[src/rtl/dcs_pkg.sv]
package dcs_pkg;

  typedef enum logic [2:0] {
    CMD_NOP = 3'd0,
    CMD_ACT = 3'd1,
    CMD_RD  = 3'd2,
    CMD_WR  = 3'd3,
    CMD_PRE = 3'd4,
    CMD_REF = 3'd5
  } cmdOp_e;

  typedef enum logic [1:0] {
    ACC_HIT      = 2'd0,
    ACC_EMPTY    = 2'd1,
    ACC_CONFLICT = 2'd2
  } accKind_e;

  // Strobes from the control FSM to the datapath
  typedef struct packed {
    logic accept;    // latch the offered request
    logic closeReq;  // precharge the bank of the current request
    logic closeRef;  // precharge the lowest open bank for refresh
    logic openReq;   // activate the current request's row
    logic colStep;   // one column beat issued
  } seqStrobe_t;

endpackage

[src/rtl/dcs_datapath.sv]
module dcs_datapath
  import dcs_pkg::*;
#(
  parameter int NUM_BANKS = 8,
  parameter int ROW_W     = 14,
  parameter int COL_W     = 10,
  parameter int BEATS     = 8,
  parameter int DATA_W    = 64,
  localparam int BANK_W   = $clog2(NUM_BANKS),
  localparam int BEAT_W   = $clog2(BEATS),
  localparam int BLOCK_W  = DATA_W * BEATS
) (
  input  logic               clk,
  input  logic               rstN,
  input  seqStrobe_t         strobe,
  input  logic               reqWrite,
  input  logic [BANK_W-1:0]  reqBank,
  input  logic [ROW_W-1:0]   reqRow,
  input  logic [COL_W-1:0]   reqCol,
  input  logic [BLOCK_W-1:0] reqWdata,
  output accKind_e           reqKind,
  output accKind_e           curKind,
  output logic               anyOpen,
  output logic               isWrite,
  output logic               beatFirst,
  output logic               beatLast,
  output logic [BANK_W-1:0]  cmdBank,
  output logic [ROW_W-1:0]   cmdRow,
  output logic [COL_W-1:0]   cmdCol,
  output logic [DATA_W-1:0]  cmdWdata
);

  logic [NUM_BANKS-1:0] openValid;
  logic [ROW_W-1:0]     openRow [NUM_BANKS];
  logic [BANK_W-1:0]    refBank;
  logic [BANK_W-1:0]    curBank;
  logic [ROW_W-1:0]     curRow;
  logic [COL_W-1:0]     curColBase;
  logic [BLOCK_W-1:0]   curData;
  logic [BEAT_W-1:0]    beat;

  // Per-bank open-row table
  always_ff @(posedge clk) begin
    if (!rstN) begin
      openValid <= '0;
      for (int i = 0; i < NUM_BANKS; i++) openRow[i] <= '0;
    end else begin
      for (int i = 0; i < NUM_BANKS; i++) begin
        if (strobe.openReq && curBank == BANK_W'(i)) begin
          openValid[i] <= 1'b1;
          openRow[i]   <= curRow;
        end else if ((strobe.closeReq && curBank == BANK_W'(i)) ||
                     (strobe.closeRef && refBank == BANK_W'(i))) begin
          openValid[i] <= 1'b0;
        end
      end
    end
  end

  // Lowest-numbered open bank is closed first during refresh
  always_comb begin
    refBank = '0;
    for (int i = NUM_BANKS - 1; i >= 0; i--)
      if (openValid[i]) refBank = BANK_W'(i);
  end

  assign anyOpen = |openValid;

  always_comb begin
    if (!openValid[reqBank])            reqKind = ACC_EMPTY;
    else if (openRow[reqBank] == reqRow) reqKind = ACC_HIT;
    else                                 reqKind = ACC_CONFLICT;
  end

  // Request latch and beat counter
  always_ff @(posedge clk) begin
    if (!rstN) begin
      isWrite    <= 1'b0;
      curBank    <= '0;
      curRow     <= '0;
      curColBase <= '0;
      curData    <= '0;
      curKind    <= ACC_HIT;
      beat       <= '0;
    end else if (strobe.accept) begin
      isWrite    <= reqWrite;
      curBank    <= reqBank;
      curRow     <= reqRow;
      curColBase <= {reqCol[COL_W-1:BEAT_W], BEAT_W'(0)};
      curData    <= reqWdata;
      curKind    <= reqKind;
      beat       <= '0;
    end else if (strobe.colStep) begin
      beat <= beat + 1'b1;
    end
  end

  assign beatFirst = (beat == '0);
  assign beatLast  = (beat == BEAT_W'(BEATS - 1));
  assign cmdBank   = strobe.closeRef ? refBank : curBank;
  assign cmdRow    = curRow;
  assign cmdCol    = curColBase | COL_W'(beat);
  assign cmdWdata  = curData[beat*DATA_W +: DATA_W];

endmodule

[src/rtl/dcs_ctrl.sv]
module dcs_ctrl
  import dcs_pkg::*;
#(
  parameter int T_RCD        = 3,
  parameter int T_RP         = 2,
  parameter int T_RFC        = 6,
  parameter int REF_INTERVAL = 300,
  localparam int GAP_MAX     = (T_RFC > T_RCD) ? ((T_RFC > T_RP) ? T_RFC : T_RP)
                                               : ((T_RCD > T_RP) ? T_RCD : T_RP),
  localparam int GAP_W       = $clog2(GAP_MAX + 1),
  localparam int REF_W       = $clog2(REF_INTERVAL + 1)
) (
  input  logic       clk,
  input  logic       rstN,
  input  logic       reqValid,
  input  accKind_e   reqKind,
  input  logic       anyOpen,
  input  logic       isWrite,
  input  logic       beatFirst,
  input  logic       beatLast,
  output logic       reqReady,
  output seqStrobe_t strobe,
  output cmdOp_e     cmdOp,
  output logic       statusValid
);

  typedef enum logic [2:0] {
    ST_IDLE, ST_PRE, ST_ACT, ST_COL, ST_RPRE, ST_RWAIT
  } seqState_e;

  seqState_e        state, nextState;
  logic [GAP_W-1:0] gapCnt, gapVal;
  logic             gapLoad, gapZero;
  logic [REF_W-1:0] refCnt;
  logic             refPending, refTick, refClear;

  assign gapZero = (gapCnt == '0);
  assign refTick = (refCnt == REF_W'(REF_INTERVAL - 1));

  always_comb begin
    nextState   = state;
    strobe      = '0;
    cmdOp       = CMD_NOP;
    reqReady    = 1'b0;
    statusValid = 1'b0;
    gapLoad     = 1'b0;
    gapVal      = '0;
    refClear    = 1'b0;
    case (state)
      ST_IDLE: begin
        reqReady = !refPending;
        if (refPending) nextState = ST_RPRE;
        else if (reqValid) begin
          strobe.accept = 1'b1;
          case (reqKind)
            ACC_HIT:   nextState = ST_COL;
            ACC_EMPTY: nextState = ST_ACT;
            default:   nextState = ST_PRE;
          endcase
        end
      end
      ST_PRE: if (gapZero) begin
        cmdOp = CMD_PRE;  strobe.closeReq = 1'b1;
        gapLoad = 1'b1;   gapVal = GAP_W'(T_RP - 1);
        nextState = ST_ACT;
      end
      ST_ACT: if (gapZero) begin
        cmdOp = CMD_ACT;  strobe.openReq = 1'b1;
        gapLoad = 1'b1;   gapVal = GAP_W'(T_RCD - 1);
        nextState = ST_COL;
      end
      ST_COL: if (gapZero) begin
        cmdOp = isWrite ? CMD_WR : CMD_RD;
        strobe.colStep = 1'b1;
        statusValid = beatFirst;
        if (beatLast) nextState = ST_IDLE;
      end
      ST_RPRE: begin
        if (anyOpen) begin
          cmdOp = CMD_PRE;  strobe.closeRef = 1'b1;
          gapLoad = 1'b1;   gapVal = GAP_W'(T_RP - 1);
        end else if (gapZero) begin
          cmdOp = CMD_REF;  refClear = 1'b1;
          gapLoad = 1'b1;   gapVal = GAP_W'(T_RFC - 1);
          nextState = ST_RWAIT;
        end
      end
      ST_RWAIT: if (gapZero) nextState = ST_IDLE;
      default: nextState = ST_IDLE;
    endcase
  end

  always_ff @(posedge clk) begin
    if (!rstN) begin
      state      <= ST_IDLE;
      gapCnt     <= '0;
      refCnt     <= '0;
      refPending <= 1'b0;
    end else begin
      state <= nextState;
      if (gapLoad)       gapCnt <= gapVal;
      else if (!gapZero) gapCnt <= gapCnt - 1'b1;
      refCnt     <= refTick ? '0 : refCnt + 1'b1;
      refPending <= (refPending && !refClear) || refTick;
    end
  end

endmodule

[src/rtl/dram_cmd_seq.sv]
module dram_cmd_seq
  import dcs_pkg::*;
#(
  parameter int NUM_BANKS    = 8,
  parameter int ROW_W        = 14,
  parameter int COL_W        = 10,
  parameter int BEATS        = 8,
  parameter int DATA_W       = 64,
  parameter int T_RCD        = 3,
  parameter int T_RP         = 2,
  parameter int T_RFC        = 6,
  parameter int REF_INTERVAL = 300,
  localparam int BANK_W      = $clog2(NUM_BANKS),
  localparam int BLOCK_W     = DATA_W * BEATS
) (
  input  logic               clk,
  input  logic               rstN,
  input  logic               reqValid,
  output logic               reqReady,
  input  logic               reqWrite,
  input  logic [BANK_W-1:0]  reqBank,
  input  logic [ROW_W-1:0]   reqRow,
  input  logic [COL_W-1:0]   reqCol,
  input  logic [BLOCK_W-1:0] reqWdata,
  output logic [2:0]         cmdOp,
  output logic [BANK_W-1:0]  cmdBank,
  output logic [ROW_W-1:0]   cmdRow,
  output logic [COL_W-1:0]   cmdCol,
  output logic [DATA_W-1:0]  cmdWdata,
  output logic [1:0]         accStatus,
  output logic               accStatusValid
);

  seqStrobe_t strobe;
  accKind_e   reqKind, curKind;
  cmdOp_e     opEnum;
  logic       anyOpen, isWrite, beatFirst, beatLast;

  dcs_ctrl #(
    .T_RCD(T_RCD), .T_RP(T_RP), .T_RFC(T_RFC), .REF_INTERVAL(REF_INTERVAL)
  ) i_ctrl (
    .clk(clk), .rstN(rstN), .reqValid(reqValid), .reqKind(reqKind),
    .anyOpen(anyOpen), .isWrite(isWrite), .beatFirst(beatFirst),
    .beatLast(beatLast), .reqReady(reqReady), .strobe(strobe),
    .cmdOp(opEnum), .statusValid(accStatusValid)
  );

  dcs_datapath #(
    .NUM_BANKS(NUM_BANKS), .ROW_W(ROW_W), .COL_W(COL_W),
    .BEATS(BEATS), .DATA_W(DATA_W)
  ) i_datapath (
    .clk(clk), .rstN(rstN), .strobe(strobe), .reqWrite(reqWrite),
    .reqBank(reqBank), .reqRow(reqRow), .reqCol(reqCol), .reqWdata(reqWdata),
    .reqKind(reqKind), .curKind(curKind), .anyOpen(anyOpen),
    .isWrite(isWrite), .beatFirst(beatFirst), .beatLast(beatLast),
    .cmdBank(cmdBank), .cmdRow(cmdRow), .cmdCol(cmdCol), .cmdWdata(cmdWdata)
  );

  assign cmdOp     = opEnum;
  assign accStatus = curKind;

endmodule

[config.mk]
export PLATFORM = sky130hd
export DESIGN_NAME = dram_cmd_seq
export DESIGN_NICKNAME = d
export VERILOG_FILES = /design/src/rtl/dcs_pkg.sv /design/src/rtl/dcs_datapath.sv /design/src/rtl/dcs_ctrl.sv /design/src/rtl/dram_cmd_seq.sv
export SDC_FILE = /design/constraint.sdc
export NUM_CORES = 2
export LEC_CHECK = 0
export ABC_AREA = 1
export BUFFER_PORTS_ARGS = -buffer_cell sky130_fd_sc_hd__buf_2
export CORE_ASPECT_RATIO = 0.8
export CORE_MARGIN = 3
export CORE_UTILIZATION = 36
export CTS_CLUSTER_SIZE = 10
export DETAILED_ROUTE_END_ITERATION = 8
export HOLD_SLACK_MARGIN = 0.06
export PLACE_DENSITY = 0.57
export SLEW_MARGIN = 25
export SYNTH_ARGS = -nofsm -noshare
export SYNTH_HDL_FRONTEND = slang
export SYNTH_HIERARCHICAL = 1
export SYNTH_SLANG_ARGS = --single-unit
[constraint.sdc]
create_clock -name clk -period 2.9 [get_ports clk]
set_input_delay 0.29 -clock clk [delete_from_list [all_inputs] [get_ports clk]]
set_output_delay 0.29 -clock clk [all_outputs]
set_load 0.05 [all_outputs]
== Yosys cells after proc, flatten, opt, wreduce, memory -nomap -nowiden ==
Memories as Yosys holds them, arrays and structs flattened.
Index checks and enable logic that the tools add are counted.

* Word-level logic and storage cells: 223
* Output and inout port bits: 98
* RAM bits: 112
* Bits of input ports: 543
* Register bits: 566
* Memories: 1

* Multiplexer cells: 101
* Shift operators: 1
* Reductions and logical operators: 55
* Magnitude comparators: 1
* Add/subtract/negate cells: 3
* Bitwise gates (word level): 10
* Equal/unequal tests: 32

{| class="wikitable"
|+ Memories
! name !! words !! width !! read ports !! clocked after memory_dff !! wr ports !! RTL line !! RTL
|-
| i_datapath.openRow || 8 || 14 || 1 || 0 || 8 || dcs_datapath.sv:34 || <nowiki>logic [ROW_W-1:0] openRow [NUM_BANKS];</nowiki>
|}

{| class="wikitable"
|+ Operators by type and width
! cell !! count
|-
| $shiftx A512 B10 Y64 || 1
|-
| $mux W14 || 8
|-
| $mux W3 || 25
|-
| $mux W1 || 59
|-
| $eq A3 B3 Y1 const B || 11
|-
| $logic_and A1 B1 Y1 || 25
|-
| $eq A3 B2 Y1 const B || 6
|-
| $pmux W3 S6 || 1
|-
| $reduce_bool A2 Y1 || 8
|-
| $logic_not A3 Y1 || 5
|-
| $eq A14 B14 Y1 || 1
|-
| $ne A2 B1 Y1 const B || 6
|-
| $pmux W3 S4 || 1
|-
| $or A10 B3 Y10 || 1
|-
| $add A9 B1 Y9 const B || 1
|-
| $eq A3 B1 Y1 const B || 3
|-
| $eq A9 B9 Y1 const B || 1
|-
| $logic_or A1 B1 Y1 || 9
|-
| $pmux W3 S3 || 1
|-
| $or A1 B1 Y1 || 8
|-
| $reduce_and A8 Y1 || 1
|-
| $reduce_or A8 Y1 || 1
|-
| $mux W2 || 3
|-
| $reduce_or A2 Y1 || 3
|-
| 12 further kinds || 14
|}

== Depth between registers and ports, before layout ==
* Depth after elaboration: 13
* Depth in mapped cells: 20
* Depth with buffers taken out: 18

== Modules after synthesis ==
The synthesis kept the hierarchy.

{| class="wikitable"
|+ Modules (own cells, without submodules)
! module !! cells each !! area each (sq um) !! seq. area each (sq um) !! times used
|-
| dcs_datapath || 3272 || 27055.9 || 14373.8 || 1
|-
| dcs_ctrl || 143 || 934.6 || 320.3 || 1
|}

== Least setup slack after synthesis ==
OpenSTA, ideal clock, no wires.

* Path kind: register to output
* From: register i_datapath.beat[0]
* To: output cmdWdata[1]
* Cell stages (with the launch flop): 7
* Arrival time: 2.485 ns
* Buffers on the path: 4
* Slack: 0.125 ns
* Data required time: 2.610 ns
* Path through: dfxtp_1 -> buf_2 -> buf_2 -> buf_2 -> buf_2 -> o21ai_0 -> a31oi_1

* Word-level cells in the longest chain between the ends: 1

{| class="wikitable"
|+ RTL lines
! element !! RTL line !! RTL
|-
| start, declared || dcs_datapath.sv:40 || <nowiki>logic [BEAT_W-1:0] beat;</nowiki>
|-
| start signal, assigned || dcs_datapath.sv:94 || <nowiki>beat <= beat + 1'b1;</nowiki>
|-
| $shiftx A512 B10 Y64 || dcs_datapath.sv:103 || <nowiki>assign cmdWdata = curData[beat*DATA_W +: DATA_W];</nowiki>
|-
| end, declared || dram_cmd_seq.sv:29 || <nowiki>output logic [DATA_W-1:0] cmdWdata,</nowiki>
|}

No other way between the ends.

== Worst setup path in the final report ==
* From: register i_datapath.beat[0]
* To: output cmdWdata[44]

The elaborated chain is that of the path after synthesis.

==> results.cfg <==
[floorplanning]
num_io_pins = 641
die_x_um = 318
rows = 90
core_area_sq_um = 76200
die_h_um = 255
initial_core_util_pct = 36.7
die_area_sq_um = 81200

[place]
port_buffers = 637
post-place-cells = 4928
globalplace.congestion = 0.975
dp_hpwl_mm = 90.4

[drt]
drt-total-wl_mm = 129
drc = 0
vias = 29500
drt-initial-drc-count = 2917
routedWlPerCell_um = 23.1
drt-pass1-iter-count = 6
viasPerCell = 5.25
antenna_left = 0

[critical_path]
critPathRequiredTime_ns = 2.61
criticalPathCategory = flip-flop to output pin
worstPathMaxFanout = 47
start_kind = flip-flop
crit_arrival_ns = 2.67
worst_setup_path_end_kind = output pin

[timing]
fin_worst_skew_ns = 0.0291
period_minus_slack_ns = 2.96
grt_setup_unrepaired = true
setup_viol_count_final = 2
hold_viol = 0
fmax_mhz = 337
slew_viol_final = 0
worst_slack_ns = -0.0649
tightest_slew_ns = 0.791
fin_hold_ws_ns = 0.286
slew_headroom_pct = 46.7
fin_crit_sh_pct = 102

[synthesis]
synth_warnings = 6
ys_seq_elements = 678
syn_inst = 3415
yosysSeqAreaShare_pct = 52.5
syn_avg_cell_area_sq_um = 8.20
synth_cell_types = 34
syn_nets = 3964
netlist_area_sq_um = 28000

[grt]
grt_max_degree = 108
antenna_found_initial = 35
grt_pass1_wl_mm = 184
grt-ovfl-total = 0
grt_util_all_layers_pct = 30.2
grt_pass1_vias = 27900

[cts]
cts_sinks = 678
cts_root_buf = clkbuf_16
cts_tree = yes
numCtsBuffers = 79
clock_path_buffers = 3
path_clk_slew_ns = 0.06
htree_num_levels = 3
clock_latency_ns = 0.65

[pwr]
power_density_nw_per_um2 = 729
ir_drop_uv = 465
leakage_nw = 17.3

[layout]
fillers = 6860
final_cells = 5614
finalNetCount = 5091
syn2layout_area_growth_pct = 47.0
final_layout_size_suffix_gt1_share_pct = 20.4

[run]
cap_violations = 0

[worst_hold_path]
hold_class = primary input to flip-flop

[run_status]
violations = negative setup slack
status = finished with violations
## placed cells by master, fill, tap and decap left out, types with 4 or more instances in the layout
master and n:
edfxtp_1 112, inv_2 4, o21ai_0 476, nand2_1 565
nor2_2 17, buf_12 48, buf_16 5, diode_2 27
xor2_1 4, nand2_2 6, a31oi_4 4, buf_2 595
clkbuf_4 6, a31oi_2 13, a22o_1 264, inv_1 391
o21ai_1 51, clkinv_8 4, nor3_1 5, a21oi_2 5
nor4_1 7, clkbuf_1 23, clkbuf_8 4, o21ai_2 17
dfxtp_1 564, ha_1 6, dlygate4sd3_1 535, nor2_1 182
nand4_1 14, a31oi_1 48, buf_4 101, nand3_1 113
clkbuf_16 82, a21oi_1 277
## worst max-delay path: stages (launching register included)
cell     delay (ns)
dfxtp_4        0.47
inv_16         0.11
buf_12         0.21
buf_4          0.20
o21ai_1        0.54
a31oi_1        0.22
buf_4          0.23
## final timing paths
| path | startpoint | endpoint | slack (ns) | depth (start not counted) |
|---|---|---|---|---|
| worst max-delay path | i_datapath/beat[0]$_SDFFE_PP0P_ | cmdWdata[44] | -0.06 | 6 |
| worst min-delay path | reqValid | i_ctrl/state[1]$_SDFFE_PN0P_ | 0.29 | 8 |
| worst max register to register | i_ctrl/gapCnt[0]$_SDFFE_PN0P_ | i_datapath/openRow[2][12]$_SDFFCE_PN0P_ | 0.48 | 11 |
| worst min register to register | i_ctrl/refCnt[0]$_SDFF_PP0_ | i_ctrl/refCnt[0]$_SDFF_PP0_ | 0.45 | 1 |
## sequential cells by signal (all words and copies together) (netlist names)
signal / cells
i_ctrl/state: 3
i_datapath/curKind: 2
i_datapath/isWrite: 1
i_datapath/curData: 512
i_ctrl/refPending: 1
i_ctrl/refCnt: 9
i_datapath/openRow: 112
i_ctrl/gapCnt: 3
i_datapath/curBank: 3
i_datapath/beat: 3
i_datapath/curColBase: 7
i_datapath/openValid: 8
i_datapath/cmdRow: 14
## per-layer routing
layer / vias to the layer above / part of all wire [%] / track usage (%)
met1: 13900 / 44 / 42.5
met4: 16 / 4.6 / 12.9
met2: 1415 / 42 / 44.2
met3: 312 / 8.8 / 7.26
li1: 13800 / - / -
met5: - / 0.077 / 0
## synth_stat cells, drive strengths merged
library cell	number	area share [%]
o21a	1	0.027
ha	6	0.27
edfxtp	112	12
o21ai	544	9.7
dfxtp	566	40
inv	401	5.4
clkbuf	133	1.8
nor3	5	0.089
nand3	114	2.1
xor2	4	0.13
or2	1	0.022
o211ai	1	0.027
o22ai	3	0.067
nor4	7	0.16
buf	118	2.2
nand4	14	0.31
a31oi	65	1.5
a21oi	282	5.1
a22o	264	8.3
clkinv	1	0.013
nor2	202	2.8
nand2	571	7.7
## area by class of cell
class                      count  area (sq um)  area share (%)
multi-input combinational   2084         10900            26.6
timing repair inverter         1          8.76          0.0213
antenna                       27          67.6           0.164
clock inverter                 7           116           0.283
inverter                     402          1560            3.79
tap                         1012          1270            3.08
clock buffer                 107          2140            5.21
timing repair buffer        1296         10400            25.2
sequential                   678         14700            35.7
## stage by stage
stage	util, %	TNS, ns	instance area (sq um)	worst slack, ns	power [W]
2_1_floorplan	-	0	28000	0.125	0.0167
3_3_place_gp	43.2	0	32900	0.406	0.0198
3_5_place_dp	43.2	0	32900	0.446	0.0199
4_1_cts	53.4	-0.287	40700	-0.0663	0.0298
5_1_grt	54.0	-0.349	41100	-0.0695	0.0312
6_report	54.0	-0.0827	41200	-0.0649	0.0300
## timing repair
action	4_1_cts	5_1_grt
setup endpoints to repair	49	51
pin swaps	2	1
cloned	2	3
hold buffers	535	0
endpoints found under the hold margin	536	0
gates resized for setup	69	105
setup buffers	1	4
## cell families (layout without fill, tap and decap cells)
group | after synthesis | after routing | synth area share [%]
buffers and inverters | 653 | 1813 | 9.37
AND/OR/NAND/NOR | 914 | 914 | 13.1
AO/OA/AOI/OAI | 1160 | 1160 | 24.6
other | 0 | 27 | 0
XOR/XNOR | 4 | 4 | 0.125
flip-flops | 678 | 678 | 52.5
adder cells (fa/ha/maj) | 6 | 6 | 0.268
## power by group
| part | internal, W | leakage [nW] | switching [W] | total (W) |
|---|---|---|---|---|
| logic | 0.00319 | 10.4 | 0.00592 | 0.00911 |
| clock network | 0.00521 | 1.10 | 0.00398 | 0.00919 |
| registers | 0.0111 | 5.79 | 0.000628 | 0.0117 |
| total | 0.0195 | 17.3 | 0.0105 | 0.0300 |
Note: power is estimated with default switching activity, not from simulation.
